--- src/rtl/sup_rst_pkg.sv ---
package sup_rst_pkg;

  typedef enum logic {
    ST_RUN  = 1'b0,
    ST_HOLD = 1'b1
  } hold_state_e;

  function automatic int cnt_w(input int n);
    return (n < 2) ? 1 : $clog2(n + 1);
  endfunction

endpackage

--- src/rtl/sup_sync.sv ---
module sup_sync #(
  parameter int   STAGES    = 2,
  parameter logic RESET_VAL = 1'b0
) (
  input  logic clk_i,
  input  logic rst_ni,
  input  logic d_i,
  output logic q_o
);

  logic [STAGES-1:0] chain_q;

  generate
    if (STAGES == 1) begin : g_single
      always_ff @(posedge clk_i or negedge rst_ni) begin
        if (!rst_ni) chain_q <= RESET_VAL;
        else         chain_q <= d_i;
      end
    end else begin : g_multi
      always_ff @(posedge clk_i or negedge rst_ni) begin
        if (!rst_ni) chain_q <= {STAGES{RESET_VAL}};
        else         chain_q <= {chain_q[STAGES-2:0], d_i};
      end
    end
  endgenerate

  assign q_o = chain_q[STAGES-1];

endmodule

--- src/rtl/sup_glitch_filt.sv ---
module sup_glitch_filt
  import sup_rst_pkg::*;
#(
  parameter int MIN_CYCLES = 4,
  parameter bit ACTIVE_LOW = 1'b0
) (
  input  logic clk_i,
  input  logic rst_ni,
  input  logic in_i,
  output logic act_o
);

  localparam int             CW  = cnt_w(MIN_CYCLES);
  localparam logic [CW-1:0]  LIM = CW'(MIN_CYCLES - 1);

  logic          raw_act;
  logic [CW-1:0] run_q;
  logic          act_q;

  generate
    if (ACTIVE_LOW) begin : g_low
      assign raw_act = ~in_i;
    end else begin : g_high
      assign raw_act = in_i;
    end
  endgenerate

  // act rises once raw_act has been sampled MIN_CYCLES times in a row
  always_ff @(posedge clk_i or negedge rst_ni) begin
    if (!rst_ni) begin
      run_q <= '0;
      act_q <= 1'b0;
    end else if (!raw_act) begin
      run_q <= '0;
      act_q <= 1'b0;
    end else if (run_q >= LIM) begin
      act_q <= 1'b1;
    end else begin
      run_q <= run_q + 1'b1;
    end
  end

  assign act_o = act_q;

endmodule

--- src/rtl/sup_hold_timer.sv ---
module sup_hold_timer
  import sup_rst_pkg::*;
#(
  parameter int HOLD_CYCLES = 40
) (
  input  logic clk_i,
  input  logic rst_ni,
  input  logic cause_i,
  output logic asserted_o,
  output logic enter_o
);

  localparam int            HW  = cnt_w(HOLD_CYCLES);
  localparam logic [HW-1:0] LIM = HW'(HOLD_CYCLES - 1);

  hold_state_e   state_q;
  logic [HW-1:0] cnt_q;
  logic          enter_q;

  always_ff @(posedge clk_i or negedge rst_ni) begin
    if (!rst_ni) begin
      state_q <= ST_HOLD;
      cnt_q   <= '0;
      enter_q <= 1'b0;
    end else if (cause_i) begin
      state_q <= ST_HOLD;
      cnt_q   <= '0;
      enter_q <= (state_q == ST_RUN);
    end else begin
      enter_q <= 1'b0;
      if (state_q == ST_HOLD) begin
        if (cnt_q == LIM) begin
          state_q <= ST_RUN;
          cnt_q   <= '0;
        end else begin
          cnt_q <= cnt_q + 1'b1;
        end
      end
    end
  end

  assign asserted_o = (state_q == ST_HOLD);
  assign enter_o    = enter_q;

endmodule

--- src/rtl/sup_reset_gen.sv ---
module sup_reset_gen #(
  parameter int HOLD_CYCLES   = 40_000_000, // 200 ms at 200 MHz
  parameter int MR_MIN_CYCLES = 40,         // 200 ns
  parameter int UV_MIN_CYCLES = 2000,       // 10 us
  parameter int SYNC_STAGES   = 2
) (
  input  logic clk_i,
  input  logic rst_ni,
  input  logic uv_flag_i,
  input  logic mr_ni,
  input  logic wdt_expire_i,
  output logic rst_no,
  output logic rst_o,
  output logic rst_enter_o
);

  logic mr_s, uv_s;
  logic mr_act, uv_act;
  logic cause;
  logic asserted;

  sup_sync #(.STAGES(SYNC_STAGES), .RESET_VAL(1'b1)) u_mr_sync (
    .clk_i(clk_i), .rst_ni(rst_ni), .d_i(mr_ni), .q_o(mr_s)
  );

  sup_sync #(.STAGES(SYNC_STAGES), .RESET_VAL(1'b0)) u_uv_sync (
    .clk_i(clk_i), .rst_ni(rst_ni), .d_i(uv_flag_i), .q_o(uv_s)
  );

  sup_glitch_filt #(.MIN_CYCLES(MR_MIN_CYCLES), .ACTIVE_LOW(1'b1)) u_mr_filt (
    .clk_i(clk_i), .rst_ni(rst_ni), .in_i(mr_s), .act_o(mr_act)
  );

  sup_glitch_filt #(.MIN_CYCLES(UV_MIN_CYCLES), .ACTIVE_LOW(1'b0)) u_uv_filt (
    .clk_i(clk_i), .rst_ni(rst_ni), .in_i(uv_s), .act_o(uv_act)
  );

  assign cause = mr_act | uv_act | wdt_expire_i;

  sup_hold_timer #(.HOLD_CYCLES(HOLD_CYCLES)) u_hold (
    .clk_i(clk_i), .rst_ni(rst_ni), .cause_i(cause),
    .asserted_o(asserted), .enter_o(rst_enter_o)
  );

  assign rst_o  = asserted;
  assign rst_no = ~asserted;

endmodule

--- config.mk ---
export PLATFORM = sky130hd
export DESIGN_NAME = sup_reset_gen
export DESIGN_NICKNAME = d
export VERILOG_FILES = /design/src/rtl/sup_rst_pkg.sv /design/src/rtl/sup_sync.sv /design/src/rtl/sup_glitch_filt.sv /design/src/rtl/sup_hold_timer.sv /design/src/rtl/sup_reset_gen.sv
export SDC_FILE = /design/constraint.sdc
export NUM_CORES = 1
export LEC_CHECK = 0
export ABC_AREA = 1
export BUFFER_PORTS_ARGS = -buffer_cell sky130_fd_sc_hd__buf_2
export CAP_MARGIN = 25
export CORE_UTILIZATION = 40
export DETAILED_ROUTE_END_ITERATION = 12
export GPL_ROUTABILITY_DRIVEN = 0
export PLACE_DENSITY = 0.63
export SLEW_MARGIN = 25
export SYNTH_ARGS = -nofsm -noshare
export SYNTH_HDL_FRONTEND = slang
export SYNTH_HIERARCHICAL = 1
export SYNTH_SLANG_ARGS = --single-unit
--- constraint.sdc ---
create_clock -name clk_i -period 5.05 [get_ports clk_i]
set_clock_uncertainty 0.2 [all_clocks]
set_input_delay 0.2525 -clock clk_i [delete_from_list [all_inputs] [get_ports clk_i]]
set_output_delay 0.2525 -clock clk_i [all_outputs]
set_load 0.05 [all_outputs]
# After elaboration in Yosys (flattened, before gate mapping)
# Index checks and enable logic that the tools add are counted.
dict set report classes {
  eq_ne 4
  bitwise 3
  n_reduce_logical 2
  n_mux 15
  magnitude_cmp 2
  addsub 3
}
# operator n
set ops {}
lappend ops {{26-bit two-way mux} 3}
lappend ops {{26-bit by 1-bit adder with 26-bit output (second input constant)} 1}
lappend ops {{26-bit == test (second input constant)} 1}
lappend ops {{11-bit two-way mux} 2}
lappend ops {{6-bit two-way mux} 2}
lappend ops {{11-bit by 1-bit adder with 11-bit output (second input constant)} 1}
lappend ops {{11-bit >= comparator (second input constant)} 1}
lappend ops {{1-bit two-way mux} 8}
lappend ops {{6-bit by 1-bit adder with 6-bit output (second input constant)} 1}
lappend ops {{6-bit >= comparator (second input constant)} 1}
lappend ops {{2-bit inequality test (second input constant)} 2}
lappend ops {{2-bit nonzero test} 2}
lappend ops {{2-bit by 1-bit inequality test with 1-bit output (second input constant)} 1}
lappend ops {{1-bit bitwise OR} 2}
lappend ops {{1-bit NOT} 1}
dict set report totals {
  regBits 51
  elab_cells 38
  out_inout_bits 3
  input_bits 5
}

# Depth between registers and ports, before layout
# Gate-level depths: netlist of the first run.
dict set report depth {
  ltp_word 4
  depth_mapped 9
  ltp_nobuf 9
}

# Cells and area by module
# The synthesis of the first run kept the hierarchy.
# mod seq_area_each_um2 n_inst area_per_inst_um2 cells_per_inst
set by_module_without_submodules {}
lappend by_module_without_submodules {sup_hold_timer 701.9 1 1858.0 253}
lappend by_module_without_submodules {{sup_glitch_filt at u_uv_filt} 300.3 1 720.7 92}
lappend by_module_without_submodules {{sup_glitch_filt at u_mr_filt} 175.2 1 391.6 51}
lappend by_module_without_submodules {{sup_sync at u_mr_sync} 52.6 1 52.6 2}
lappend by_module_without_submodules {{sup_sync at u_uv_sync} 50.0 1 50.0 2}
lappend by_module_without_submodules {sup_reset_gen 0.0 1 15.0 4}

# Worst setup path before layout of the first run
# OpenSTA, ideal clock, no wires.
dict set report synth_timing {
  path_kind {register -> register}
  startpoint {register u_hold.state_q, in the netlist u_hold/asserted_o}
  endpoint {register u_hold.cnt_q[10]}
  n_path_buf 1
  path_slack_ns 3.370
  period_less_slack_ns 1.680
  path_stages_with_launch 5
  setup_time_ns 0.129
  arrival_time_ns 1.351
  path_cell_list {dfstp_2 > nor2_1 > inv_1 > buf_2 > o22ai_2}
}
dict set report synth_via {
  elab_chain_cells 1
}
# element line
set synth_lines {}
lappend synth_lines {{start, declared} sup_hold_timer.sv:16} ;# hold_state_e state_q;
lappend synth_lines {{start signal, assigned} sup_hold_timer.sv:22} ;# state_q <= ST_HOLD;
lappend synth_lines {{start signal, assigned} sup_hold_timer.sv:26} ;# state_q <= ST_HOLD;
lappend synth_lines {{start signal, assigned} sup_hold_timer.sv:33} ;# state_q <= ST_RUN;
lappend synth_lines {{2-bit nonzero test (no source line)} -}
lappend synth_lines {{end signal, assigned} sup_hold_timer.sv:36} ;# cnt_q <= cnt_q + 1'b1;
lappend synth_lines {{end, declared} sup_hold_timer.sv:17} ;# logic [HW-1:0] cnt_q;
# No other way between the ends.
# A chain may end at the register's enable or synchronous reset.

# Worst setup path in the final report of the first run
dict set report layout_timing {
  startpoint {register u_hold.cnt_q[0]}
  endpoint {register u_hold.cnt_q[25]}
}
dict set report layout_via {
  elab_chain_cells 4
  word_cells_on_any_way 5
  classes_between {1 x add/sub; 1 x eq/ne; 3 x mux}
}
# element line
set layout_lines {}
lappend layout_lines {{26-bit by 1-bit adder with 26-bit output / 26-bit == test (equally long branches)} {sup_hold_timer.sv:36, sup_hold_timer.sv:32}}
lappend layout_lines {{26-bit two-way mux (*)} sup_hold_timer.sv:32} ;# if (cnt_q == LIM) begin
lappend layout_lines {{26-bit two-way mux (*)} sup_hold_timer.sv:31} ;# if (state_q == ST_HOLD) begin
lappend layout_lines {{26-bit two-way mux (*)} sup_hold_timer.sv:25} ;# end else if (cause_i) begin
# Mark *: on every way between the ends. The rest lies on a longest branch, timed or not. The select of a mux whose other input is x is not followed.

==> impl_results.md, run 1 <==
* DR pass1 iterations at 5
* DP Worst Slack at 3230 ps
* Setup slack after layout at between 3000 and 4000 ps
* Compound-Gate Fraction of Synth Area at ~7%
* Area grow syn2layout at 9.04%
* Status: finished clean
* Post-synth top area share at 38.9%
* Cells after DPL at ~510
* Longest Clk Path Bufs at 2
* WP data arrival at about 1900 ps
* Core area at around 7400 µm²
* Drt via density at 5.09
* Clk sinks at between 50 and 60
* Mapped cell area at 3090 µm²
* Sequential fraction of the synthesis area at roughly two fifths
* Fmax achieved at about 540 MHz
* Synth Area in Adders at 1.62%
* Num CTS Buffers at 5
* I/O Buffers at 7
* Minimum period implied by the final worst setup slack at approximately 1900 ps
* Synth area leader: dfrtp_1
* Initial Utilization at between 40% and 50%
* Crit path launch type: flop
* YS warnings at 6
* Most common cell after layout, fill and taps aside: nand2_1
* N_diodes at 0
* All-Layer GR Usage at ~18%
* Largest cells by area after synthesis: dfrtp_1 (39%), nand2_1 (15%), nor2_1 (6.9%)
* DRC at 0
* Vias in the first global route at about 2,500
* Detailed placer's ending HPWL at 4800 µm
* Layout net count at approximately 430
* Crit path kind: reg2reg
* RSZ-0062 raised after global routing: no
* Hold Crit Class: in2reg
* Die X-Extent at roughly 90 µm
* Worst slew pin tran at roughly 620 ps
* Die H at about 90 µm
* Share of post-route cells with drive strength above 1 at between 10% and 20%
* Most frequent cells in the layout: nand2_1 (120), nor2_1 (57), inv_1 (48), dfrtp_1 (48), nand3_1 (27)
* R2r setup slk at around 3200 ps
* 1st-iter DRT viols at 161
* Post-DRT Antenna Nets at 0
* Initial antenna violation count at 0
* CP max FO at 5
* #FFs+latches synth at slightly above 50
* Clk_lat worst skew at ~300 ps
* Cell variety after synth at 35
* Setup TNS Final at 0 ps
* Die area at between 8000 and 9000 µm²
* DR vias at around 2,600
* Crit end category: flop
* Clock Pin Slew Worst Setup and Hold Paths at 100 ps
* Power Density at roughly 220 nW/µm²
* Synth Area in Simple Gates at between 30% and 40%
* Req. time, crit path at about 5100 ps
* Synth Instances at 404
* Final WL at 6760 µm
* Main combinational cell family by area after synthesis: simple AND/OR/NAND/NOR gates
* Htree depth at 2
* Leakage power at ~1.5 nW
* Final hold vios at 0
* Max_cap viols at 0
* # setup viols final at 0
* Fin crit share at a little under two fifths
* Final Slew Violations at 0
* CTS tree: yes
* Syn avg cell area at 7.64 µm²
* Slew margin rel. at ~59%
* Post-synthesis xor/xnor area fraction at about 5.1%
* Largest net degree at the start of global routing at 40
* Root buffer cell: clkbuf_8
* Layout Cells excl Fill at 517
* Mapped Nets at ~410
* Std-Cell Rows at 31
* WL/cell at between 10 and 15 µm
* Top-Level Pins at 8
* Remaining global-route overflow at 0
* Peak supply drop at 0.000106 V
* Proportion of synthesized area in mux cells at 0%
* First-pass GRT wire length at 11,500 µm
==> critical path, cell delays in order, from the launching register on <==
cell and delay (ps):
dfrtp_1 420, ha_1 250, nand2_2 120, nor2_4 50, nand2_4 110, nor2_4 40
a21oi_1 380, nand4_1 140, nand2_1 90
==> sequential cells by signal, indices dropped and copies added (netlist names) <==
name               cells
u_hold/asserted_o      1
u_mr_filt/act_o        1
u_uv_sync/chain_q      2
u_hold/cnt_q          26
u_mr_filt/run_q        6
u_mr_sync/chain_q      2
u_uv_filt/act_o        1
u_uv_filt/run_q       11
u_hold/enter_o         1
==> cell families (layout without fill, tap and decap cells) <==
kind of cell | after synthesis | in the layout
simple gates | 250 | 250
fa+ha+maj | 4 | 4
buf+inv | 55 | 69
flops | 51 | 51
xor+xnor | 18 | 18
compound gates | 26 | 26
==> power breakdown <==
group	internal (mW)	switching (mW)	leakage [nW]
clock network	0.148	0.142	0.0581
logic	0.0113	0.0225	0.800
registers	0.416	0.00993	0.690
==> timing repair <==
action / 4_1_cts / 5_1_grt
hold buffers: 3 / 0
resized for setup: 0 / 0
buffers inserted: 0 / 0
endpoints found under the hold margin: 14 / 0
==> cells in the mapped netlist, drive strengths merged <==
| cell type | number |
|---|---|
| and2 | 1 |
| xor2 | 17 |
| dfstp | 3 |
| clkbuf | 2 |
| nor3b | 1 |
| xnor2 | 1 |
| nor2 | 63 |
| o21ai | 12 |
| inv | 48 |
| a21o | 1 |
| clkinv | 1 |
| or2 | 1 |
| nor3 | 3 |
| a21oi | 2 |
| o21bai | 1 |
| buf | 4 |
| nand4 | 22 |
| ha | 4 |
| dfrtp | 48 |
| nand3 | 31 |
| nand3b | 2 |
| nand2 | 126 |
| o22ai | 10 |
==> metal layers <==
layer	vias up	wire (µm)	GRT usage [%]	share of wire (%)
met3	10	290	3.47	4.3
met2	60	3140	28.5	46
met4	0	42	5.11	0.62
met5	-	0	0	0
li1	1320	-	-	-
met1	1240	3290	23.8	49
==> per-stage QoR <==
stage,instance area [µm²],utilization (%),power [mW],hold WS [ps]
after CTS,3370,45.7,0.763,76.3
after detailed placement,3220,43.8,0.467,-42.0
final,3370,45.7,0.749,79.0
after global placement,3220,43.8,0.466,-45.4
after global routing,3370,45.7,0.784,97.4
after floorplan,3090,-,0.451,-243
==> cell type report <==
class | instances | area (µm²)
Fill cell | 746 | 4000
Multi-Input combinational cell | 298 | 1590
Sequential cell | 51 | 1280
Inverter | 49 | 184
Tap cell | 99 | 124
Timing Repair Buffer | 12 | 80.1
Clock buffer | 5 | 68.8
Clock inverter | 3 | 43.8
==> path summary, 6_finish.rpt <==
path	startpoint	end	cells past startpoint
setup / recovery	u_hold/cnt_q[0]	u_hold/cnt_q[25]	8
hold / removal	wdt_expire_i	u_hold/asserted_o	4
setup reg to reg	u_hold/cnt_q[0]	u_hold/cnt_q[25]	8
hold reg to reg	u_mr_sync/chain_q[0]	u_mr_sync/chain_q[1]	0
max in group asynchronous	rst_ni	u_hold/asserted_o	3
min in group asynchronous	rst_ni	u_uv_filt/run_q[9]	2
(Power assumes the default switching activity.)
==> inputs of run 2 (changes only) <==
--- a/config.mk
+++ b/config.mk
@@ -5,7 +5,7 @@
 export SDC_FILE = /design/constraint.sdc
 export NUM_CORES = 1
 export LEC_CHECK = 0
-export ABC_AREA = 1
+export ABC_AREA = 0
 export BUFFER_PORTS_ARGS = -buffer_cell sky130_fd_sc_hd__buf_2
 export CAP_MARGIN = 25
 export CORE_UTILIZATION = 40
==> constraint.sdc (replaced) <==
create_clock -name clk_i -period 1.8 [get_ports clk_i]
set_clock_uncertainty 0.2 [all_clocks]
set_input_delay 0.09 -clock clk_i [delete_from_list [all_inputs] [get_ports clk_i]]
set_output_delay 0.09 -clock clk_i [all_outputs]
set_load 0.05 [all_outputs]
==> impl_results.md, run 2 <==
* Seq pwr share at between 50% and 60%
* Post-synth EDFFs at 0
* Layout Cells excl Fill at ~400
* Minimum period implied by the final worst setup slack at about 1900 ps
* Status: complete, but fails checks
* Post-synth top area share at a little over two fifths
* Drt via density at about 5.6
* Max_cap viols at 0
* Worst r2r dst: u_hold/cnt_q[22]
* Top_reg_cell synth: dfrtp_1
* Share of post-route cells with drive strength above 1 at 35.2%
* Cells after DPL at 398
* Synth area leader: dfrtp_1
* Clock network power share at between 30% and 40%
* Slew margin rel. at around 73%
* Worst slew pin tran at 408 ps
* First-pass GRT wire length at 10,600 µm
* Cell variety after synth at 61
* Fin crit share at 108%
* Post-CTS setup buffer count at 0
* Fmax achieved at roughly 520 MHz
* Worst reg2reg path startpoint: u_hold/cnt_q[14]
* WP data arrival at ~2000 ps
* Sequential fraction of the synthesis area at between 40% and 50%
* Fillers at approximately 590
* Cell-internal power at 1.69 mW
* Largest registers: u_hold/cnt_q (26), u_uv_filt/run_q (11), u_mr_filt/run_q (6)
* 1st-iter DRT viols at 76
* DR vias at approximately 2,300
* Initial antenna violation count at 0
* Largest net degree at the start of global routing at 52
* I/O Buffers at 7
* Power Density at ~620 nW/µm²
* WL/cell at roughly 14 µm
* Largest cells by area after synthesis: dfrtp_1 (43%), a31oi_1 (4.8%), nand2_1 (3.3%)
* Final hold vios at 0
* Setup slack after layout at -136 ps
* Vias in the first global route at between 2,000 and 2,500
* Leakage power at between 1.5 and 2 nW
* Final WL at 5930 µm
* Synth Instances at roughly 270
* Req. time, crit path at between 1500 and 2000 ps
* Crit path launch type: flop
* Detailed placer's ending HPWL at roughly 4200 µm
* Tot Pwr at between 2 and 2.5 mW
* Die X-Extent at approximately 85 µm
* Layout net count at 340
* Core area at 6490 µm²
* R2r setup slk at -140 ps
* N_diodes at 0
* Mapped Nets at roughly 280
* Final Slew Violations at 0
* Top-Level Pins at 8
* Max reg flops at 26
* Clk sinks at between 50 and 60
* Post-DRT Antenna Nets at 0
* DRC at 0
* Hold Crit Class: in2async
* Root buffer cell: clkbuf_8
* Std-Cell Rows at 29
* Fin Hold WS at between 80 and 90 ps
* Crit path kind: reg2reg
* CP max FO at 23
* Syn avg cell area at 10.3 µm²
* Die area at slightly above 7000 µm²
* P_sw at ~530 µW
* Async SR Flop Fraction at between 90% and 100%
* Clk_lat worst skew at 310 ps
* Longest Clk Path Bufs at 2
* Most common cell after layout, fill and taps aside: buf_4
* Htree depth at 2
* Failing checks: negative setup slack
* # setup viols final at 20
* Remaining global-route overflow at 0
* Reg2reg path depth at 6
* Die H at around 85 µm
* YS warnings at 6
* Cell with the most instances after synthesis: dfrtp_1
* Largest register by flop count: u_hold/cnt_q
* DR pass1 iterations at 5
* CTS tree: yes
* Crit end category: flop
* Clock Pin Slew Worst Setup and Hold Paths at about 100 ps
* Peak supply drop at around 0.00031 V
* #FFs+latches synth at between 50 and 60
* Most frequent cells in the layout: buf_4 (53), dfrtp_1 (46), nand2_1 (24)
* Area grow syn2layout at 29.2%
* Sw Ratio at a little under a quarter
* Comb power frac at under 10%
* All-Layer GR Usage at 18.2%
* Initial Utilization at a little over two fifths
* Setup TNS Final at -1690 ps
* Mapped cell area at around 2800 µm²
* Num CTS Buffers at 5
* Post-synth top cells: dfrtp_1 (48), nand2_1 (24), a31oi_1 (21)
* RSZ-0062 raised after global routing: yes
==> run 2: worst max path at each step <==
stage / start / end / slack [ps]
finish: u_hold/cnt_q[14] / u_hold/cnt_q[22] / -140
global route: u_hold/cnt_q[23] / u_hold/cnt_q[23] / -230
CTS: u_hold/cnt_q[25] / u_hold/cnt_q[22] / -170
detailed placement: u_mr_filt/act_o / u_hold/cnt_q[22] / -170
global placement: u_hold/cnt_q[20] / u_hold/cnt_q[23] / -130
floorplan: u_hold/cnt_q[15] / u_hold/cnt_q[23] / -160
==> run 2: layout make-up <==
cell class,instances,area (µm²),area share [%]
multi-input combinational,198,1510,42.3
inverter,8,30.0,0.841
clock buffer,5,68.8,1.93
timing repair buffer,67,534,15.0
clock inverter,3,43.8,1.23
sequential,51,1290,36.0
tap,77,96.3,2.70
==> run 2: metal layers <==
metal,routed length [µm],global-route usage [%]
met2,2740,28.4
met3,125,3.60
met4,76,5.08
met5,0,0
met1,2980,25.7
==> run 2: power by group through the flow <==
stage	Combinational [mW]	Clock (mW)	Sequential (mW)
final	0.203	0.809	1.21
after global routing	0.228	0.891	1.22
after CTS	0.202	0.854	1.21
after detailed placement	0.194	0	1.23
after global placement	0.188	0	1.23
after floorplan	0.0871	0	1.23
==> run 2: worst max-delay path, cell delays in order, from the launching register on <==
cell	delay, ps
dfrtp_1	400
nor4bb_1	130
and3_1	220
a311oi_4	310
buf_12	210
or3b_1	350
nand3_1	70
==> run 2: stage by stage <==
stage	area (µm²)	util, %	setup slack (ps)
3_5_place_dp	3340	51.5	-174
5_1_grt	3570	55.0	-229
2_1_floorplan	2850	-	-157
6_report	3570	55.0	-136
4_1_cts	3510	54.0	-166
3_3_place_gp	3340	51.5	-129
==> run 2: what timing repair did <==
item | 4_1_cts | 5_1_grt
hold endpoints to repair | 53 | 0
endpoints found under the setup margin | 24 | 25
hold buffers | 3 | 0
pin swaps | 1 | 8
gates resized for setup | 6 | 15
==> run 2: cell families after synthesis <==
| group | count (synthesis) | share of synthesized area (%) |
|---|---|---|
| adders and majority gates | 4 | 1.81 |
| xor gates and xnor gates | 6 | 1.90 |
| AOI/OAI and AO/OA | 73 | 19.3 |
| muxes | 4 | 1.54 |
| and+or+nand+nor | 111 | 26.1 |
| DFF | 51 | 46.3 |
| buffers and inverters | 20 | 2.99 |
==> inputs of run 3 (changes only) <==
--- a/config.mk
+++ b/config.mk
@@ -8,10 +8,10 @@
 export ABC_AREA = 0
 export BUFFER_PORTS_ARGS = -buffer_cell sky130_fd_sc_hd__buf_2
 export CAP_MARGIN = 25
-export CORE_UTILIZATION = 40
+export CORE_UTILIZATION = 44
 export DETAILED_ROUTE_END_ITERATION = 12
 export GPL_ROUTABILITY_DRIVEN = 0
-export PLACE_DENSITY = 0.63
+export PLACE_DENSITY = 0.68
 export SLEW_MARGIN = 25
 export SYNTH_ARGS = -nofsm -noshare
 export SYNTH_HDL_FRONTEND = slang
==> constraint.sdc (replaced) <==
create_clock -name clk_i -period 2.3 [get_ports clk_i]
set_clock_uncertainty 0.2 [all_clocks]
set_input_delay 0.115 -clock clk_i [delete_from_list [all_inputs] [get_ports clk_i]]
set_output_delay 0.115 -clock clk_i [all_outputs]
set_load 0.05 [all_outputs]
==> impl_results.md, run 3 (synthesized netlist as in run 2, its figures left out) <==
* Initial antenna violation count at 0
* Die area at 6600 µm²
* Clock Pin Slew Worst Setup and Hold Paths at around 90 ps
* # setup viols final at 0
* Std-Cell Rows at 28
* Max_cap viols at 0
* Final WL at between 5000 and 6000 µm
* Top-Level Pins at 8
* Largest register by flop count: u_hold/cnt_q
* Critical-path cell list: ha_1 -> nand4_4 -> nor2_2 -> a311oi_4 -> buf_4 -> a41oi_1 -> a31oi_1
* Fmax achieved at about 460 MHz
* Tot Pwr at ~1.6 mW
* CTS tree: yes
* RSZ-0062 raised after global routing: no
* Area grow syn2layout at 11.5%
* Final hold vios at 0
* Power Density at approximately 520 nW/µm²
* Longest Clk Path Bufs at 2
* DR pass1 iterations at 4
* Reg2reg path depth at 7
* Drt via density at ~5.8
* DP Worst Slack at 161 ps
* Status: finished clean
* Final Slew Violations at 0
* Hold path startpoint: wdt_expire_i
* Post-CTS setup buffer count at 0
* Worst slew pin tran at between 600 and 700 ps
* 1st-iter DRT viols at 87
* All-Layer GR Usage at ~17%
* Slowest cell on the critical path: a311oi_4
* Fin crit share at between 90% and 100%
* Req. time, crit path at 2330 ps
* Largest registers: u_hold/cnt_q (26), u_uv_filt/run_q (11), u_mr_filt/run_q (6)
* DR vias at between 2,000 and 2,500
* Minimum period implied by the final worst setup slack at about 2200 ps
* Seq. cell area at approximately 1300 µm²
* Worst reg2reg path startpoint: u_hold/cnt_q[0]
* Fin Hold WS at around 140 ps
* WL/cell at around 14 µm
* Crit path kind: reg2reg
* Multi-input combinational cell area at 1400 µm²
* Setup slack after layout at around 140 ps
* Layout Cells excl Fill at 365
* Max reg flops at 26
* Largest net degree at the start of global routing at between 50 and 60
* Post-DRT Antenna Nets at 0
* Leakage power at 1.37 nW
* Worst r2r dst: u_hold/cnt_q[10]
* Fillers at between 500 and 600
* Crit end category: flop
* Clk_lat worst skew at slightly above 300 ps
* Detailed placer's ending HPWL at 3510 µm
* Setup TNS Final at 0 ps
* CP max FO at 18
* N_diodes at 0
* R2r setup slk at ~140 ps
* WP data arrival at between 2000 and 2500 ps
* Core area at roughly 6000 µm²
* Most frequent cells in the layout: dfrtp_1 (48), nand2_1 (24), a31oi_1 (21)
* Num CTS Buffers at 5
* Hold EP: u_hold/cnt_q[4]
* Crit path launch type: flop
* First-pass GRT wire length at between 8000 and 9000 µm
* Layout net count at 298
* Share of post-route cells with drive strength above 1 at 18.6%
* Clk sinks at 51
* Initial Utilization at between 40% and 50%
* Vias in the first global route at 1,886
* I/O Buffers at 7
* Die H at 81.2 µm
* Most common cell after layout, fill and taps aside: dfrtp_1
* Largest stage delay, worst path at slightly above 400 ps
* Cells after DPL at 354
* Peak supply drop at between 0.0002 and 0.00025 V
* Htree depth at 2
* Hold Crit Class: in2reg
* Cell depth of the worst hold path at 4
* Die X-Extent at slightly above 80 µm
* DRC at 0
* Remaining global-route overflow at 0
* Slew margin rel. at between 50% and 60%
* Root buffer cell: clkbuf_8
## run 3: changes by cell type in the layout (fill, tap and decap cells not counted), moves of 2 or more
cell     before  now
buf_4        53   15
a21oi_1       7   12
a21oi_2       5    0
a31oi_1      18   21
a31oi_2       3    0
buf_12        3    0
dfrtp_1      46   48
dfrtp_2       2    0
ha_1          2    4
## run 3: worst max-delay path by stage
stage,startpoint,endpoint,cells after the start,slack (ps)
6_report,u_hold/cnt_q[0],u_hold/cnt_q[10],7,140
5_1_grt,u_hold/cnt_q[0],u_hold/cnt_q[10],7,40
3_3_place_gp,u_hold/cnt_q[20],u_hold/cnt_q[25],6,210
3_5_place_dp,u_hold/cnt_q[0],u_hold/cnt_q[10],7,160
4_1_cts,u_hold/cnt_q[0],u_hold/cnt_q[10],7,130
2_1_floorplan,u_hold/cnt_q[0],u_hold/cnt_q[22],6,220
## run 3: area by class of cell
class | count | area share (%)
Sequential cell | 51 | 41.6
Clock inverter | 2 | 0.528
Timing Repair Buffer | 25 | 5.77
Tap cell | 75 | 3.05
Inverter | 8 | 0.975
Clock buffer | 6 | 2.68
Multi-Input combinational cell | 198 | 45.5
## run 3: repair_timing
item | in CTS | in global routing
resized for setup | 0 | 0
endpoints found under the hold margin | 50 | 0
endpoints found under the setup margin | 0 | 0
hold buffers | 3 | 0
## run 3: per-stage QoR
| step | utilization [%] | cell area, µm² |
|---|---|---|
| finish | 51.4 | 3080 |
| global route | 51.4 | 3080 |
| floorplan | - | 2760 |
| CTS | 51.4 | 3080 |
| global placement | 49.3 | 2950 |
| detailed placement | 49.3 | 2950 |
## run 3: layer usage
metal	part of all wire (%)	track usage, %
met1	50	22.6
met2	46	27.1
met4	1.2	6.25
met3	2.3	3.37
met5	0	0
## run 3: power breakdown
part           internal [mW]  total (mW)  switching, mW  leakage, nW
Clock                  0.246       0.546          0.300       0.0474
Sequential             0.920       0.956         0.0361        0.689
Combinational         0.0445       0.100         0.0558        0.632
## run 3: critical path: cells and delay by family (launching register included)
| kind | cells | cell delay, ps |
|---|---|---|
| flip-flops | 1 | 400 |
| buffers and inverters | 1 | 290 |
| AO/OA/AOI/OAI | 3 | 710 |
| adder cells (fa/ha/maj) | 1 | 260 |
| AND/OR/NAND/NOR | 2 | 230 |
